--- src/rtl/vidwin_pkg.sv ---
package vidwin_pkg;

   localparam int unsigned NUM_SUB  = 3;
   localparam logic [31:0] WIN_BASE = 32'h000A_0000;

   typedef enum logic [1:0] {
      CFG_MASK  = 2'd0,
      CFG_SUBEN = 2'd1,
      CFG_CLEAR = 2'd2
   } cfg_sel_e;

   function automatic logic [31:0] sub_lo(input int unsigned idx);
      case (idx)
         0:       sub_lo = 32'h000A_0000;
         1:       sub_lo = 32'h000B_0000;
         default: sub_lo = 32'h000B_8000;
      endcase
   endfunction

   function automatic logic [31:0] sub_hi(input int unsigned idx);
      case (idx)
         0:       sub_hi = 32'h000A_FFFF;
         1:       sub_hi = 32'h000B_7FFF;
         default: sub_hi = 32'h000B_FFFF;
      endcase
   endfunction

endpackage

--- src/rtl/vidwin_range_dec.sv ---
module vidwin_range_dec #(
   parameter int unsigned ADDR_W = 32,
   parameter int unsigned NSUB   = vidwin_pkg::NUM_SUB
) (
   input  logic [ADDR_W-1:0] addr,
   input  logic [NSUB-1:0]   sub_en,
   output logic              hit
);
   logic [31:0]     a32;
   logic [NSUB-1:0] sub_hit;

   assign a32 = 32'(addr);

   for (genvar i = 0; i < NSUB; i++) begin : g_sub
      localparam logic [31:0] LO = vidwin_pkg::sub_lo(i);
      localparam logic [31:0] HI = vidwin_pkg::sub_hi(i);
      assign sub_hit[i] = sub_en[i] && (a32 >= LO) && (a32 <= HI);
   end

   assign hit = |sub_hit;
endmodule

--- src/rtl/vidwin_cfg_regs.sv ---
module vidwin_cfg_regs #(
   parameter int unsigned MASK_W = 32,
   parameter int unsigned NSUB   = vidwin_pkg::NUM_SUB
) (
   input  logic              clk,
   input  logic              rst_n,
   input  logic              cfg_wr,
   input  logic [1:0]        cfg_sel,
   input  logic [MASK_W-1:0] cfg_wdata,
   output logic [MASK_W-1:0] mask_q,
   output logic [NSUB-1:0]   suben_q,
   output logic              clr
);
   import vidwin_pkg::*;

   always_ff @(posedge clk or negedge rst_n) begin
      if (!rst_n) begin
         mask_q  <= '0;
         suben_q <= '0;
      end else if (cfg_wr) begin
         if (cfg_sel == CFG_MASK)  mask_q  <= cfg_wdata;
         if (cfg_sel == CFG_SUBEN) suben_q <= cfg_wdata[NSUB-1:0];
      end
   end

   assign clr = cfg_wr && (cfg_sel == CFG_CLEAR);
endmodule

--- src/rtl/vidwin_status.sv ---
module vidwin_status #(
   parameter int unsigned ADDR_W     = 32,
   parameter bit          KEEP_FIRST = 1'b1
) (
   input  logic              clk,
   input  logic              rst_n,
   input  logic              trap,
   input  logic              clr,
   input  logic [ADDR_W-1:0] addr,
   input  logic              wr,
   output logic              sts_valid,
   output logic              sts_write,
   output logic [ADDR_W-1:0] sts_addr
);
   logic load;

   if (KEEP_FIRST) begin : g_keep_first
      assign load = trap && (!sts_valid || clr);
   end else begin : g_keep_last
      assign load = trap;
   end

   always_ff @(posedge clk or negedge rst_n) begin
      if (!rst_n) begin
         sts_valid <= 1'b0;
         sts_write <= 1'b0;
         sts_addr  <= '0;
      end else if (load) begin
         sts_valid <= 1'b1;
         sts_write <= wr;
         sts_addr  <= addr;
      end else if (clr) begin
         sts_valid <= 1'b0;
      end
   end
endmodule

--- src/rtl/vidwin_trap.sv ---
module vidwin_trap #(
   parameter int unsigned ADDR_W       = 32,
   parameter int unsigned MASK_W       = 32,
   parameter int unsigned REGION_SHIFT = 11,
   parameter bit          KEEP_FIRST   = 1'b1
) (
   input  logic              clk,
   input  logic              rst_n,
   input  logic              acc_valid,
   input  logic              acc_write,
   input  logic [ADDR_W-1:0] acc_addr,
   input  logic              cfg_wr,
   input  logic [1:0]        cfg_sel,
   input  logic [MASK_W-1:0] cfg_wdata,
   output logic              trap_pulse,
   output logic              range_hit,
   output logic              sts_valid,
   output logic              sts_write,
   output logic [ADDR_W-1:0] sts_addr
);
   import vidwin_pkg::*;

   localparam int unsigned IDX_W = (MASK_W > 1) ? $clog2(MASK_W) : 1;

   if (ADDR_W < 20 || ADDR_W > 32) begin : g_bad_addr_w
      $error("vidwin_trap: ADDR_W must lie in 20..32");
   end
   if ((MASK_W & (MASK_W - 1)) != 0 || MASK_W < NUM_SUB) begin : g_bad_mask_w
      $error("vidwin_trap: MASK_W must be a power of two of at least NUM_SUB");
   end
   if (REGION_SHIFT + IDX_W > 17) begin : g_bad_shift
      $error("vidwin_trap: region map exceeds the window");
   end

   logic [MASK_W-1:0]  mask_q;
   logic [NUM_SUB-1:0] suben_q;
   logic               clr;
   logic               win_hit;
   logic [IDX_W-1:0]   region_idx;

   vidwin_cfg_regs #(.MASK_W(MASK_W), .NSUB(NUM_SUB)) u_cfg (
      .clk      (clk),
      .rst_n    (rst_n),
      .cfg_wr   (cfg_wr),
      .cfg_sel  (cfg_sel),
      .cfg_wdata(cfg_wdata),
      .mask_q   (mask_q),
      .suben_q  (suben_q),
      .clr      (clr)
   );

   vidwin_range_dec #(.ADDR_W(ADDR_W), .NSUB(NUM_SUB)) u_dec (
      .addr  (acc_addr),
      .sub_en(suben_q),
      .hit   (win_hit)
   );

   assign region_idx = IDX_W'((32'(acc_addr) - WIN_BASE) >> REGION_SHIFT);
   assign range_hit  = acc_valid && win_hit;
   assign trap_pulse = range_hit && acc_write && mask_q[region_idx];

   vidwin_status #(.ADDR_W(ADDR_W), .KEEP_FIRST(KEEP_FIRST)) u_sts (
      .clk      (clk),
      .rst_n    (rst_n),
      .trap     (trap_pulse),
      .clr      (clr),
      .addr     (acc_addr),
      .wr       (acc_write),
      .sts_valid(sts_valid),
      .sts_write(sts_write),
      .sts_addr (sts_addr)
   );
endmodule

--- config.mk ---
export PLATFORM = sky130hd
export DESIGN_NAME = vidwin_trap
export DESIGN_NICKNAME = d
export VERILOG_FILES = /design/src/rtl/vidwin_pkg.sv /design/src/rtl/vidwin_range_dec.sv /design/src/rtl/vidwin_cfg_regs.sv /design/src/rtl/vidwin_status.sv /design/src/rtl/vidwin_trap.sv
export SDC_FILE = /design/constraint.sdc
export NUM_CORES = 1
export LEC_CHECK = 0
export ABC_AREA = 1
export ABC_CLOCK_PERIOD_IN_PS = 2700
export BUFFER_PORTS_ARGS = -buffer_cell sky130_fd_sc_hd__buf_2
export CORE_ASPECT_RATIO = 1.5
export CORE_MARGIN = 5
export CORE_UTILIZATION = 45
export DETAILED_ROUTE_END_ITERATION = 8
export HOLD_SLACK_MARGIN = 0.03
export PLACE_DENSITY = 0.73
export SLEW_MARGIN = 20
export SYNTH_ARGS = -nofsm -noshare
export SYNTH_HDL_FRONTEND = slang
export SYNTH_SLANG_ARGS = --single-unit
--- constraint.sdc ---
create_clock -name clk -period 2.7 [get_ports clk]
set_input_delay 0.135 -clock clk [delete_from_list [all_inputs] [get_ports clk]]
set_output_delay 0.135 -clock clk [all_outputs]
set_load 0.02 [all_outputs]
==> impl_metrics.py <==
metrics = {
    "run_status": {
        "outcome": "finished, final reports clean",
    },
    "pwr": {
        "p_per_area_nw_per_um2": 555,
        "ir_worst_vdd_mv": 0.492,
        "p_leak_nw": 2.25,
    },
    "timing": {
        "period_needed_ns": 2.07,
        "fin_setup_tns_ns": 0,
        "fin_skew_ns": 0.00768,
        "setup_violations": 0,
        "fmax_mhz": 483,
        "hold-worst-slack_ns": 0.0413,
        "slew_headroom_pct": 50.1,
        "tightest_slew_ns": 0.748,
        "min_period_over_period_pct": 76.7,
        "hold_viol_final": 0,
        "drv_slew": 0,
        "rsz0062_at_grt": "no",
    },
    "yosys": {
        "synth_top_cell_by_area": "dfrtp_1",
        "synthFlopType": "dfrtp_1",
        "synth_seq_area_share_pct": 55.0,
        "synth-edff-count": 0,
        "syn_avg_cell_area_um2": 9.42,
        "synth-seq-cells": 69,
        "yosys-top-cells-count": "105 x nand2_1, 69 x dfrtp_1, 51 x nand3_1",
        "yosysMostFrequentCell": "nand2_1",
        "netlist_instances": 333,
        "ys.warnings.count": 0,
        "synth_area_leaders": "dfrtp_1 55%, nand2_1 13%, mux2_2 10%, nand3_1 8.1%, a21boi_1 2.4%",
        "yosysUniqueCellTypes": 20,
        "ys_async_sr_fraction_pct": 100,
        "synth_top_area_share_pct": 55.0,
        "syn_area_um2": 3140,
        "syn-num-nets": 404,
    },
    "worst_setup_path": {
        "critPathArrivalTime_ns": 1.94,
        "critPathKind": "flip-flop to output pin",
        "critPathMaxFanout": 21,
        "worstPathRequired_ns": 2.57,
        "r2r_slack_ns": 0.79,
        "endpoint_kind": "output pin",
        "cp-start-kind": "flip-flop",
    },
    "routing": {
        "wl_per_cell_um": 13.8,
        "wl_um": 7550,
        "drt-vias-per-instance": 4.99,
        "drc": 0,
        "ant_nets": 0,
        "route.vias.total": 2727,
        "firstDrtPassIters": 4,
        "drtIter0Drc": 113,
    },
    "finish": {
        "drive_above_1_share_pct": 34.0,
        "area_delta_synth_final_pct": 31.8,
        "finalInstanceArea_um2": 4140,
        "final_cells": 546,
        "fin_nets": 534,
        "n_antenna_cell": 0,
    },
    "placement": {
        "io_buffers": 106,
        "place_inst": 506,
        "hpwl_um": 5570,
        "place.gp.congestion": 0.844,
        "dpl_cell_area_um2": 3700,
    },
    "floorplanning": {
        "start_util_pct": 45.8,
        "die-width_um": 78.2,
        "die_y_um": 112,
        "top_level_ports": 107,
        "dieArea_um2": 8770,
        "fp-row-count": 37,
        "core_um2": 6850,
    },
    "clock_network": {
        "cts_root_buf": "clkbuf_8",
        "cts_buffer_depth": 2,
        "clkTransAtPathRegs_ns": 0.07,
        "cts_max_level": 3,
        "numCtsBuffers": 9,
        "cts_setup_buffers": 0,
        "cts_tree": "built",
        "insertion_delay_ns": 0.33,
        "cts_sinks": 69,
    },
    "grt": {
        "grt_max_degree": 38,
        "overflow": 0,
        "grt_use_total_pct": 18.1,
        "first_global_vias": 2792,
        "antenna_found_initial": 0,
        "grt_pass1_wl_um": 12800,
    },
    "run": {
        "maxCapViolations": 0,
    },
    "hold_path": {
        "hold_class": "primary input to flip-flop",
    },
}
==> worst max-delay path, cell delays in order (launching register included) <==
cell	delay [ns]
dfrtp_1	0.36
nand2_1	0.07
nand3_1	0.10
nand3_1	0.07
nand3_1	0.08
nand2_1	0.05
nand2_1	0.08
nand3_2	0.11
nor2_4	0.42
buf_2	0.26
==> cell families (layout without fill, tap and decap cells) <==
logic type / Yosys count / in the layout / synth area share (%)
flip-flops: 69 / 69 / 55.0
multiplexers: 29 / 29 / 10.4
AND/OR/NAND/NOR: 181 / 181 / 24.3
buffers and inverters: 33 / 168 / 5.62
AO/OA/AOI/OAI: 21 / 21 / 4.59
==> routing by layer <==
layer / share of wire (%) / GRT usage (%) / vias to the layer above / routed length (µm)
met1: 39 / 20.7 / 1300 / 2960
met4: 1.8 / 5.95 / 0 / 134
li1: - / - / 1346 / -
met2: 54 / 33.0 / 70 / 4060
met5: 0 / 0 / - / 0
met3: 5.2 / 4.25 / 11 / 396
==> placed cells by master (no fill, tap or decap) <==
master	count
and2_1	1
nand3_1	51
bufinv_16	1
a21boi_0	3
buf_2	106
o21ai_0	7
nor2_4	1
dfrtp_1	69
buf_4	3
inv_1	17
dlygate4sd3_1	24
nor2_2	1
mux2_2	29
clkinv_2	4
inv_6	1
a21boi_2	1
nor3_1	1
nand2_1	105
clkbuf_1	1
nand3_2	1
clkbuf_8	10
buf_12	1
nor2_1	20
a21boi_1	10
==> layout make-up <==
cell class	instances	area, µm²
Sequential cell	69	1730
Inverter	18	72.6
Tap cell	78	97.6
Fill cell	602	2720
Clock buffer	11	141
Timing Repair Buffer	134	813
Multi-Input combinational cell	231	1230
Clock inverter	5	50.0
==> metrics by stage <==
| stage | power (mW) | worst slack (ns) | util [%] |
|---|---|---|---|
| floorplan | 1.36 | 1.18 | - |
| global placement | 1.47 | 0.521 | 54.1 |
| detailed placement | 1.48 | 0.473 | 54.1 |
| CTS | 2.32 | 0.612 | 60.4 |
| global route | 2.42 | 0.454 | 60.4 |
| finish | 2.30 | 0.628 | 60.4 |
==> sequential cells by signal, indices dropped and copies added (netlist names) <==
register         count
u_sts.sts_write      1
u_sts.sts_valid      1
u_cfg.mask_q        32
u_cfg.suben_q        3
u_sts.sts_addr      32
==> timing repair <==
item	in CTS	in global routing
resized for setup	0	0
hold endpoints to repair	55	0
setup endpoints to repair	0	0
hold buffers	24	0
==> path summary, 6_finish.rpt <==
kind	cells after the start	from	to
max	9	u_cfg.mask_q[27]$_DFFE_PN0P_	trap_pulse
min	2	cfg_wdata[20]	u_cfg.mask_q[20]$_DFFE_PN0P_
max reg2reg	11	u_cfg.mask_q[27]$_DFFE_PN0P_	u_sts.sts_addr[14]$_DFFE_PN0P_
min reg2reg	2	u_sts.sts_addr[10]$_DFFE_PN0P_	u_sts.sts_addr[10]$_DFFE_PN0P_
max in group asynchronous	3	rst_n	u_cfg.mask_q[28]$_DFFE_PN0P_
min in group asynchronous	2	rst_n	u_sts.sts_addr[19]$_DFFE_PN0P_
==> where the power goes <==
| part | switching, mW | internal (mW) | total (mW) |
|---|---|---|---|
| combinational | 0.136 | 0.167 | 0.303 |
| clock | 0.363 | 0.446 | 0.809 |
| sequential | 0.0524 | 1.13 | 1.18 |
(Power assumes the default switching activity.)
